<file path="config.mk">
export PLATFORM = sky130hd
export DESIGN_NAME = incdec_osc
export DESIGN_NICKNAME = d
export VERILOG_FILES = /design/src/rtl/incdec_osc_pkg.sv /design/src/rtl/incdec_phase.sv /design/src/rtl/incdec_req.sv /design/src/rtl/incdec_toggle.sv /design/src/rtl/incdec_osc.sv
export SDC_FILE = /design/constraint.sdc
export NUM_CORES = 1
export LEC_CHECK = 0
export CAP_MARGIN = 20
export CORE_AREA = 2 2 39 41
export CTS_BUF_LIST = sky130_fd_sc_hd__clkbuf_2 sky130_fd_sc_hd__clkbuf_4 sky130_fd_sc_hd__clkbuf_8
export CTS_CLUSTER_DIAMETER = 80
export DETAILED_ROUTE_END_ITERATION = 16
export DIE_AREA = 0 0 41 43
export PLACE_DENSITY = 0.39
export SLEW_MARGIN = 20
export SYNTH_ARGS = -nofsm -noshare
export SYNTH_HDL_FRONTEND = slang
export SYNTH_SLANG_ARGS = --single-unit
</file>
<file path="constraint.sdc">
create_clock -name clk -period 1.26 [get_ports clk]
set_clock_uncertainty 0.2 [all_clocks]
set_input_delay 0.378 -clock clk [delete_from_list [all_inputs] [get_ports clk]]
set_output_delay 0.378 -clock clk [all_outputs]
set_load 0.02 [all_outputs]
</file>
<file path="src/rtl/incdec_osc_pkg.sv">
package incdec_osc_pkg;

    // What the request stage does with the oscillator in the current cycle
    typedef enum logic [1:0] {
        ACT_NONE   = 2'd0,
        ACT_INSERT = 2'd1,
        ACT_DELETE = 2'd2,
        ACT_CANCEL = 2'd3
    } osc_act_e;

    // Pending speed-up / slow-down requests
    typedef struct packed {
        logic carry;
        logic borrow;
    } req_t;

    // Opposite requests annihilate; otherwise each waits for its own slot
    function automatic osc_act_e pick_action(input req_t eff, input logic mid, input logic tick);
        if (eff.carry && eff.borrow) return ACT_CANCEL;
        if (eff.carry && mid)        return ACT_INSERT;
        if (eff.borrow && tick)      return ACT_DELETE;
        return ACT_NONE;
    endfunction

    // Request state left after an action has been taken
    function automatic req_t next_pending(input req_t eff, input osc_act_e act);
        req_t r;
        r = eff;
        case (act)
            ACT_CANCEL: r = '0;
            ACT_INSERT: r.carry = 1'b0;
            ACT_DELETE: r.borrow = 1'b0;
            default:    r = eff;
        endcase
        return r;
    endfunction

endpackage

</file>
<file path="src/rtl/incdec_phase.sv">
module incdec_phase #(
    parameter int PHASES = 2
) (
    input  logic clk,
    input  logic rst,
    output logic tick,
    output logic mid
);
    localparam int PW      = (PHASES > 2) ? $clog2(PHASES) : 1;
    localparam int LAST    = PHASES - 1;
    localparam int MIDSLOT = PHASES / 2 - 1;

    generate
        if (PHASES == 2) begin : g_two
            logic half;
            always_ff @(posedge clk) begin
                if (rst) half <= 1'b0;
                else     half <= ~half;
            end
            assign tick = half;
            assign mid  = ~half;
        end else begin : g_cnt
            logic [PW-1:0] ph;
            always_ff @(posedge clk) begin
                if (rst)                       ph <= '0;
                else if (ph == PW'(LAST))      ph <= '0;
                else                           ph <= ph + 1'b1;
            end
            assign tick = (ph == PW'(LAST));
            assign mid  = (ph == PW'(MIDSLOT));
        end
    endgenerate
endmodule

</file>
<file path="src/rtl/incdec_req.sv">
module incdec_req
    import incdec_osc_pkg::*;
(
    input  logic     clk,
    input  logic     rst,
    input  logic     carry_pulse,
    input  logic     borrow_pulse,
    input  logic     tick,
    input  logic     mid,
    output osc_act_e act,
    output req_t     pend
);
    req_t eff;

    always_comb begin
        eff.carry  = pend.carry  | carry_pulse;
        eff.borrow = pend.borrow | borrow_pulse;
        act        = pick_action(eff, mid, tick);
    end

    always_ff @(posedge clk) begin
        if (rst) pend <= '0;
        else     pend <= next_pending(eff, act);
    end
endmodule

</file>
<file path="src/rtl/incdec_toggle.sv">
module incdec_toggle
    import incdec_osc_pkg::*;
(
    input  logic     clk,
    input  logic     rst,
    input  logic     tick,
    input  osc_act_e act,
    output logic     q
);
    logic flip;

    always_comb begin
        flip = (tick && (act != ACT_DELETE)) || (act == ACT_INSERT);
    end

    always_ff @(posedge clk) begin
        if (rst)       q <= 1'b0;
        else if (flip) q <= ~q;
    end
endmodule

</file>
<file path="src/rtl/incdec_osc.sv">
module incdec_osc
    import incdec_osc_pkg::*;
#(
    parameter int PHASES = 2
) (
    input  logic clk,
    input  logic rst,
    input  logic carry_pulse,
    input  logic borrow_pulse,
    output logic osc_out
);
    logic     tick;
    logic     mid;
    osc_act_e act;
    req_t     pend;

    incdec_phase #(.PHASES(PHASES)) u_phase (
        .clk  (clk),
        .rst  (rst),
        .tick (tick),
        .mid  (mid)
    );

    incdec_req u_req (
        .clk          (clk),
        .rst          (rst),
        .carry_pulse  (carry_pulse),
        .borrow_pulse (borrow_pulse),
        .tick         (tick),
        .mid          (mid),
        .act          (act),
        .pend         (pend)
    );

    incdec_toggle u_tog (
        .clk  (clk),
        .rst  (rst),
        .tick (tick),
        .act  (act),
        .q    (osc_out)
    );
endmodule

</file>
### Word level (Yosys, flattened, before mapping)

Cells that the tools add are included.

* logic and storage cells: 31
* input port bits: 4
* bits in registers: 4

* bitwise operators: 4
* reductions and logical operators: 7
* eq/ne operators: 4
* mux-type cells: 12

Operators by type and width (count)
* 2-bit 2-to-1 mux: 6
* 1-bit 2-to-1 mux: 6
* 3-bit OR reduction: 2
* 2-bit == test (second input constant): 2
* 1-bit logical AND: 4
* 2-bit by 1-bit == test with 1-bit output (second input constant): 1
* 2-bit inequality test (second input constant): 1
* 1-bit NOT: 2
* 1-bit bitwise OR: 2
* 1-bit logical OR: 1

### Depth between registers and ports, before layout

Gate-level depths: netlist (run 1).

* word-level depth: 12
* gate-level depth with buffers: 3

### Modules after synthesis

A second synthesis (run 1) with hierarchy kept.

* cells, all modules: 19
* area, all modules: 187.7 µm²

By module, submodules not included
* incdec_req: area an instance 100.1 µm², instances 1, sequential area each 40.0 µm², cells each 10
* incdec_toggle: area an instance 60.1 µm², instances 1, sequential area each 20.0 µm², cells each 6
* incdec_phase: area an instance 27.5 µm², instances 1, sequential area each 20.0 µm², cells each 3

### Worst setup path before layout (run 1)

Ideal clock, no wire load.

* kind: input -> register
* from: input borrow_pulse
* to: register u_tog.q
* setup slack: 8 ps
* arrival: 931 ps
* data required time: 939 ps
* stages: 2
* setup time: 121 ps
* path through: o31ai_2 mux2_4

* cells in the longest elaborated chain, start to end: 11
* elaborated cells on any way between the ends: 15
* classes of those cells: eq/ne: 2; mux: 8; bitwise: 1; reduce/logical: 4

Ends and longest elaborated chain
* start, declared: line incdec_osc.sv:9 `input logic borrow_pulse,`
* 1-bit bitwise OR (*): line incdec_req.sv:17 `eff.borrow = pend.borrow | borrow_pulse;`
* 1-bit logical AND: line incdec_osc_pkg.sv:21 `if (eff.borrow && tick) return ACT_DELETE;`
* 1-bit 2-to-1 mux (2 in series): line incdec_osc_pkg.sv:21
* 1-bit 2-to-1 mux: line incdec_osc_pkg.sv:20 `if (eff.carry && mid) return ACT_INSERT;`
* 2-bit 2-to-1 mux: line incdec_osc_pkg.sv:22 `return ACT_NONE;`
* 2-bit 2-to-1 mux: line incdec_osc_pkg.sv:21
* 2-bit 2-to-1 mux (*): line incdec_osc_pkg.sv:20
* 2-bit inequality test: line incdec_toggle.sv:13 `flip = (tick && (act != ACT_DELETE)) || (act == ACT_INSERT);`
* 1-bit logical AND: line incdec_toggle.sv:13
* 1-bit logical OR (*): line incdec_toggle.sv:13
* end signal, assigned: line incdec_toggle.sv:18 `else if (flip) q <= ~q;`
* end, declared: line incdec_toggle.sv:8 `output logic q`

Mark *: on every way between the ends. The rest lies on a longest branch, timed or not. The select of a mux whose other input is x is not followed.
A chain may end at the register's enable or synchronous reset.

### Final worst setup path (run 1)

* from: register u_tog.q
* to: output osc_out

RTL lines
* end, declared: line incdec_osc.sv:10 `output logic osc_out`

No word-level cell between the ends.

==> flow_summary_export.csv, run 1 <==
group,metric,value,unit
cells_and_area,final_area,279,µm²
placement,placed_cell_area,230,µm²
critical_path,cp_top_family,"flip-flops",
cts,cts.htree.levels,1,
critical_path,crit_fanout,2,
pwr,power_density,1350,nW/µm²
outcome,status,"complete, no violations",
pwr,p_leak,0.112,nW
cts,clkTransAtPathRegs,40,ps
critical_path,crit_type,"register to output port",
routing,wl_met3,33,µm
cts,cts_buffer_depth,2,
timing,hold_viol_final,0,
critical_path,r2r_cells,3,
timing,slew_viol_final,0,
synth,synth.top_cell.area_share,51.6,%
synth,ys.flop_type,"dfxtp_1",
critical_path,crit_buf_inv,1,
timing,rsz0062_at_grt,"true",
pwr,pwr-share-clk,43.5,%
pwr,peakVddDrop,0.133,mV
routing,via_count,156,
die,start_util,11.2,%
timing,period_minus_slack,1250,ps
critical_path,startpoint_type,"register",
critical_path,reg2reg_to,"u_tog.q",
routing,wl_met2,237,µm
synth,ys_ff_latch,4,
die,fp.dieArea,1760,µm²
die,die-width,41,µm
cells_and_area,post-route-util,20.2,%
synth,synth_cell_types,9,
synth,yosys_warnings,0,
die,fp-row-count,14,
global_route,grt_overflow,0,
hold_path,min_to,"u_req.pend[0]",
synth,syn-instance-count,14,
critical_path,regToRegStartpoint,"u_phase.tick",
synth,synth.top_cells.by_area,"dfxtp_1 (52%), mux2_4 (9.7%), o31ai_2 (8.1%)",
pwr,switching_power,0.0000933,W
pwr,seq_power_share,38.8,%
timing,final.period_utilization,99.4,%
cts,cts.sinks,4,
critical_path,r2r_slack,8,ps
synth,synth_edf_count,0,
synth,synth_common_cells,"dfxtp_1 (4), nor2_1 (3)",
routing,drt-total-wl,406,µm
pwr,sw_frac_of_total,24.7,%
global_route,antenna_found_initial,0,
pwr,comb_power_share,17.7,%
cts,cts_tree,"yes",
cells_and_area,drive_gt1_share,70.8,%
critical_path,cp_slowest_cell,"dfxtp_2",
timing,tns,0,ps
cts,cts-hold-fix-buffers,0,
global_route,grt_max_degree,5,
routing,drtAntennaViolNets,0,
placement,dp_hpwl,281,µm
cts,clockRootBuffer,"clkbuf_4",
die,io_pins,5,
synth,synth.avg_cell_area,11.1,µm²
timing,fmax,0.799,GHz
critical_path,endpoint_kind,"output port",
routing,drc_errors,0,
global_route,grt_pass1_vias,157,
critical_path,cpPeakStageDelay,310,ps
synth,syn-num-nets,18,
die,core_area,1380,µm²
hold_path,hp-class,"input pin to register",
routing,top_layer,"met4",
routing,wire_per_inst,10.2,µm
cts,cts_buffers,3,
routing,wl_met1,113,µm
pwr,finalPower,0.000377,W
synth,syn-cell-area,155,µm²
synth,synth_top_area_cell,"dfxtp_1",
die,die_h,43,µm
routing,firstDrtPassIters,1,
flow_run,maxCapViolCount,0,
cells_and_area,nets,30,
placement,place_congestion,0.431,
synth,synth.most_common_cell,"dfxtp_1",
cts,clk_latency,240,ps
hold_path,hold_path_depth,2,
global_route,grt_pass1_wl,586,µm
placement,io_buffers,4,
routing,vias_per_cell,3.90,
pwr,p_int,0.000284,W
hold_path,min_from,"carry_pulse",
cells_and_area,antenna-diode-count,0,
critical_path,worstPathRequired,680,ps
timing,worst_pin_slew,218,ps
synth,ys_seq_area_share,51.6,%
critical_path,cp.arrival,670,ps
routing,drt_iter0_drc,0,
timing,max-slew-margin-rel,85.3,%
global_route,track_usage,6.01,%
synth,async_flop_share,0,%
cells_and_area,area_growth,79.8,%
timing,setup_viol,0,
critical_path,cp_cell_sequence,"buf_6",
## through the flow
| stage | std cells | worst slack, ps | hold slack [ps] |
|---|---|---|---|
| after floorplan | 14 | 8.00 | 235 |
| after global placement | 36 | -559 | 252 |
| after detailed placement | 36 | -588 | 269 |
| after CTS | 40 | -43.2 | 146 |
| after global routing | 40 | -30.2 | 202 |
| final | 40 | 7.89 | 196 |
## flip-flops by register name, indices dropped and copies added, names as in the netlist
signal / count
u_req.pend: 2
u_phase.tick: 1
u_tog.q: 1
## layout by cell type (no fill, tap or decap)
| cell | n |
|---|---|
| buf_6 | 1 |
| clkbuf_4 | 3 |
| clkbuf_2 | 1 |
| dfxtp_1 | 1 |
| o21ai_2 | 1 |
| dfxtp_2 | 3 |
| buf_4 | 3 |
| buf_2 | 1 |
| dlygate4sd2_1 | 1 |
| o31ai_4 | 1 |
| mux2_4 | 1 |
| nor2_1 | 3 |
| nor4b_2 | 1 |
| nor2b_1 | 1 |
| nor4_1 | 1 |
| nor3_4 | 1 |
## how the worst max path moves through the flow
stage / from / endpoint / slack, ps / cells past startpoint
after floorplan: borrow_pulse / u_tog.q / 8 / 2
after global placement: carry_pulse / u_tog.q / -560 / 4
after detailed placement: carry_pulse / u_tog.q / -590 / 4
after CTS: u_req.pend[1] / u_tog.q / -40 / 3
after global routing: u_tog.q / osc_out / -30 / 1
final: u_tog.q / osc_out / 8 / 1
## repair_timing
action / in CTS / in global routing
resized for setup: 16 / 5
setup endpoints to repair: 4 / 2
endpoints found under the hold margin: 0 / 0
buffers inserted: 1 / 0
pin swaps: 1 / 1
## logic make-up (layout without fill, tap and decap cells)
group	Yosys count	after routing	share of synthesized area, %
AND/OR/NAND/NOR	7	7	27.4
buffers and inverters	0	10	0
AO/OA/AOI/OAI	2	2	11.3
flip-flops	4	4	51.6
multiplexers	1	1	9.67
## final cells by class
type                            instances  area [µm²]
Fill cell                             157        1100
Clock buffer                            3        22.5
Sequential cell                         4        83.8
Timing Repair Buffer                    7        52.6
Multi-Input combinational cell         10         100
Tap cell                               16        20.0
## power by group through the flow
stage	Combinational [W]	Sequential (W)	Clock (W)
after detailed placement	0.0000608	0.000144	0
after global routing	0.0000723	0.000148	0.000185
after CTS	0.0000612	0.000143	0.000173
final	0.0000667	0.000147	0.000164
after floorplan	0.0000219	0.000149	0
after global placement	0.0000588	0.000143	0
## routing by layer
metal	GRT usage (%)	vias up
met1	3.83	73
met2	8.44	7
li1	-	74
met4	12.0	0
met3	1.57	2
met5	0	-
Power figures use the tool's default switching activity.
==> inputs of run 2 (changes only) <==
- SKIP_LAST_GASP: not set -> 1
==> run 2 against run 1 <==
Setup slack worse by 5.6 ps. Via count down 1.9%. Wire length grew 1.5%. Flip-flop and latch count unchanged. Clock-buffer cell count did not move. Non-clock buffer count did not move. Register-to-register slack hardly changed. Global-route usage unchanged. Critical path depth rose by 2. Largest power group unchanged. Highest routed layer unchanged.
==> flow_summary_export.csv, run 2 (synthesis results as in run 1) <==
group,metric,value,unit
outcome,status,"complete, no violations",
placement,pre_cts_slack,-588,ps
cells_and_area,drive_gt1_share,70.8,%
placement,place_inst,36,
placement,placed_cell_area,230,µm²
timing,worst_slack,2.32,ps
hold_path,min_from,"carry_pulse",
critical_path,cp_slowest_cell,"dfxtp_4",
cells_and_area,multi_input_area,108,µm²
placement,dp_hpwl,281,µm
die,start_util,11.2,%
placement,io_buffers,4,
placement,place_congestion,0.431,
routing,drc_errors,0,
hold_path,hp-class,"input pin to register",
cts,cts_buffers,3,
cells_and_area,seqCellArea,88.8,µm²
routing,via_count,153,
critical_path,cp_cell_sequence,"nor3_4 -> o31ai_4 -> mux2_4",
pwr,pwr-share-clk,43.6,%
timing,setup_viol,0,
critical_path,startpoint_type,"register",
critical_path,crit_fanout,3,
timing,worst_pin_slew,225,ps
critical_path,worstPathRequired,1180,ps
cells_and_area,antenna-diode-count,0,
timing,fmax,0.795,GHz
critical_path,crit_type,"register to register",
cts,clkTransAtPathRegs,40,ps
routing,drt-total-wl,412,µm
cells_and_area,layout.cells.non_filler,40,
flow_run,maxCapViolCount,0,
pwr,finalPower,0.000377,W
timing,slew_viol_final,0,
global_route,antenna_found_initial,0,
global_route,track_usage,6.01,%
die,die-width,41,µm
cells_and_area,layout_common_cells,"nor2_1 (3), clkbuf_4 (3), buf_4 (3), dfxtp_4 (2)",
die,fp.dieArea,1760,µm²
critical_path,cpPeakStageDelay,350,ps
critical_path,endpoint_kind,"register",
cts,cts.htree.levels,1,
cells_and_area,largest_register_ffs,2,
timing,rsz0062_at_grt,"true",
timing,period_minus_slack,1260,ps
critical_path,cp-startpoint,"u_req.pend[1]",
routing,wire_per_inst,10.3,µm
cells_and_area,area_growth,87.9,%
global_route,grtUsageMet3,1.57,%
pwr,p_leak,0.113,nW
cts,cts_tree,"yes",
routing,drtAntennaViolNets,0,
routing,vias_per_cell,3.83,
pwr,power_density,1290,nW/µm²
pwr,seq_power_share,38.4,%
global_route,grt_util_met2,8.44,%
cells_and_area,nFillCells,155,
cells_and_area,regMostFlops,"u_req.pend",
pwr,comb_power_share,18.0,%
pwr,sw_frac_of_total,25.2,%
timing,max-slew-margin-rel,84.9,%
cells_and_area,nets,30,
cts,clk_latency,240,ps
timing,final.period_utilization,99.8,%
cts,clockRootBuffer,"clkbuf_4",
die,die_h,43,µm
cts,cts.sinks,4,
global_route,grt_pass1_vias,157,
die,fp-row-count,14,
cts,cts-hold-fix-buffers,0,
pwr,peakVddDrop,0.131,mV
critical_path,cp.arrival,1180,ps
routing,drt_iter0_drc,1,
die,core_area,1380,µm²
pwr,switching_power,0.0000950,W
cells_and_area,final_area,292,µm²
global_route,busiest_layer,"met4",
global_route,grt_overflow,0,
critical_path,regToRegStartpoint,"u_req.pend[1]",
timing,tns,0,ps
timing,hold_viol_final,0,
die,io_pins,5,
global_route,grtUsageMet1,3.83,%
global_route,grt_max_degree,5,
pwr,p_int,0.000282,W
routing,firstDrtPassIters,2,
cts,cts_buffer_depth,2,
global_route,grt_pass1_wl,586,µm
run 2: cell types whose count changed in the layout (fill, tap and decap cells not counted):
cell     delta
o21ai_4     +1
dfxtp_4     +2
o21ai_2     -1
dfxtp_2     -2
run 2: path summary, 6_finish.rpt:
| path | end | slack (ps) | cells past startpoint |
|---|---|---|---|
| setup / recovery | u_tog.q | 2 | 3 |
| hold / removal | u_req.pend[0] | 220 | 2 |
| setup reg to reg | u_tog.q | 2 | 3 |
| hold reg to reg | u_phase.tick | 270 | 1 |
run 2: layout make-up:
cell class	instances	share of cell area, %
multi-input cells	10	36.9
flip-flops and latches	4	30.5
repair buffers	7	18.0
clock buffers	3	7.73
well taps	16	6.87
run 2: metal layers:
metal	routed length [µm]	up-vias
li1	-	75
met1	112	69
met2	238	7
met3	39	2
met4	21	0
met5	0	-
run 2: repair_timing:
item                                    CTS  global route
pin swaps                                 1             2
cloned                                    0             0
setup buffers                             1             0
endpoints found under the setup margin    4             2
resized for setup                        14            10
hold endpoints to repair                  0             0
run 2: per-stage QoR:
stage / hold slack [ps] / util, %
floorplan: 235 / -
global placement: 252 / 16.6
detailed placement: 269 / 16.6
CTS: 146 / 18.6
global route: 223 / 21.1
finish: 219 / 21.1
run 2: worst max-delay path: cells and delay by family (launching register included):
| kind | cells | cell delay [ps] |
|---|---|---|
| DFF | 1 | 350 |
| muxes | 1 | 290 |
| and+or+nand+nor | 1 | 210 |
| AOI/OAI and AO/OA | 1 | 80 |
run 2: power groups by stage:
stage                     clock network, W   logic, W  registers, W
after floorplan                          0  0.0000219      0.000149
after global placement                   0  0.0000588      0.000143
after detailed placement                 0  0.0000608      0.000144
after CTS                         0.000173  0.0000565      0.000142
after global routing              0.000184  0.0000735      0.000146
final                             0.000164  0.0000679      0.000145
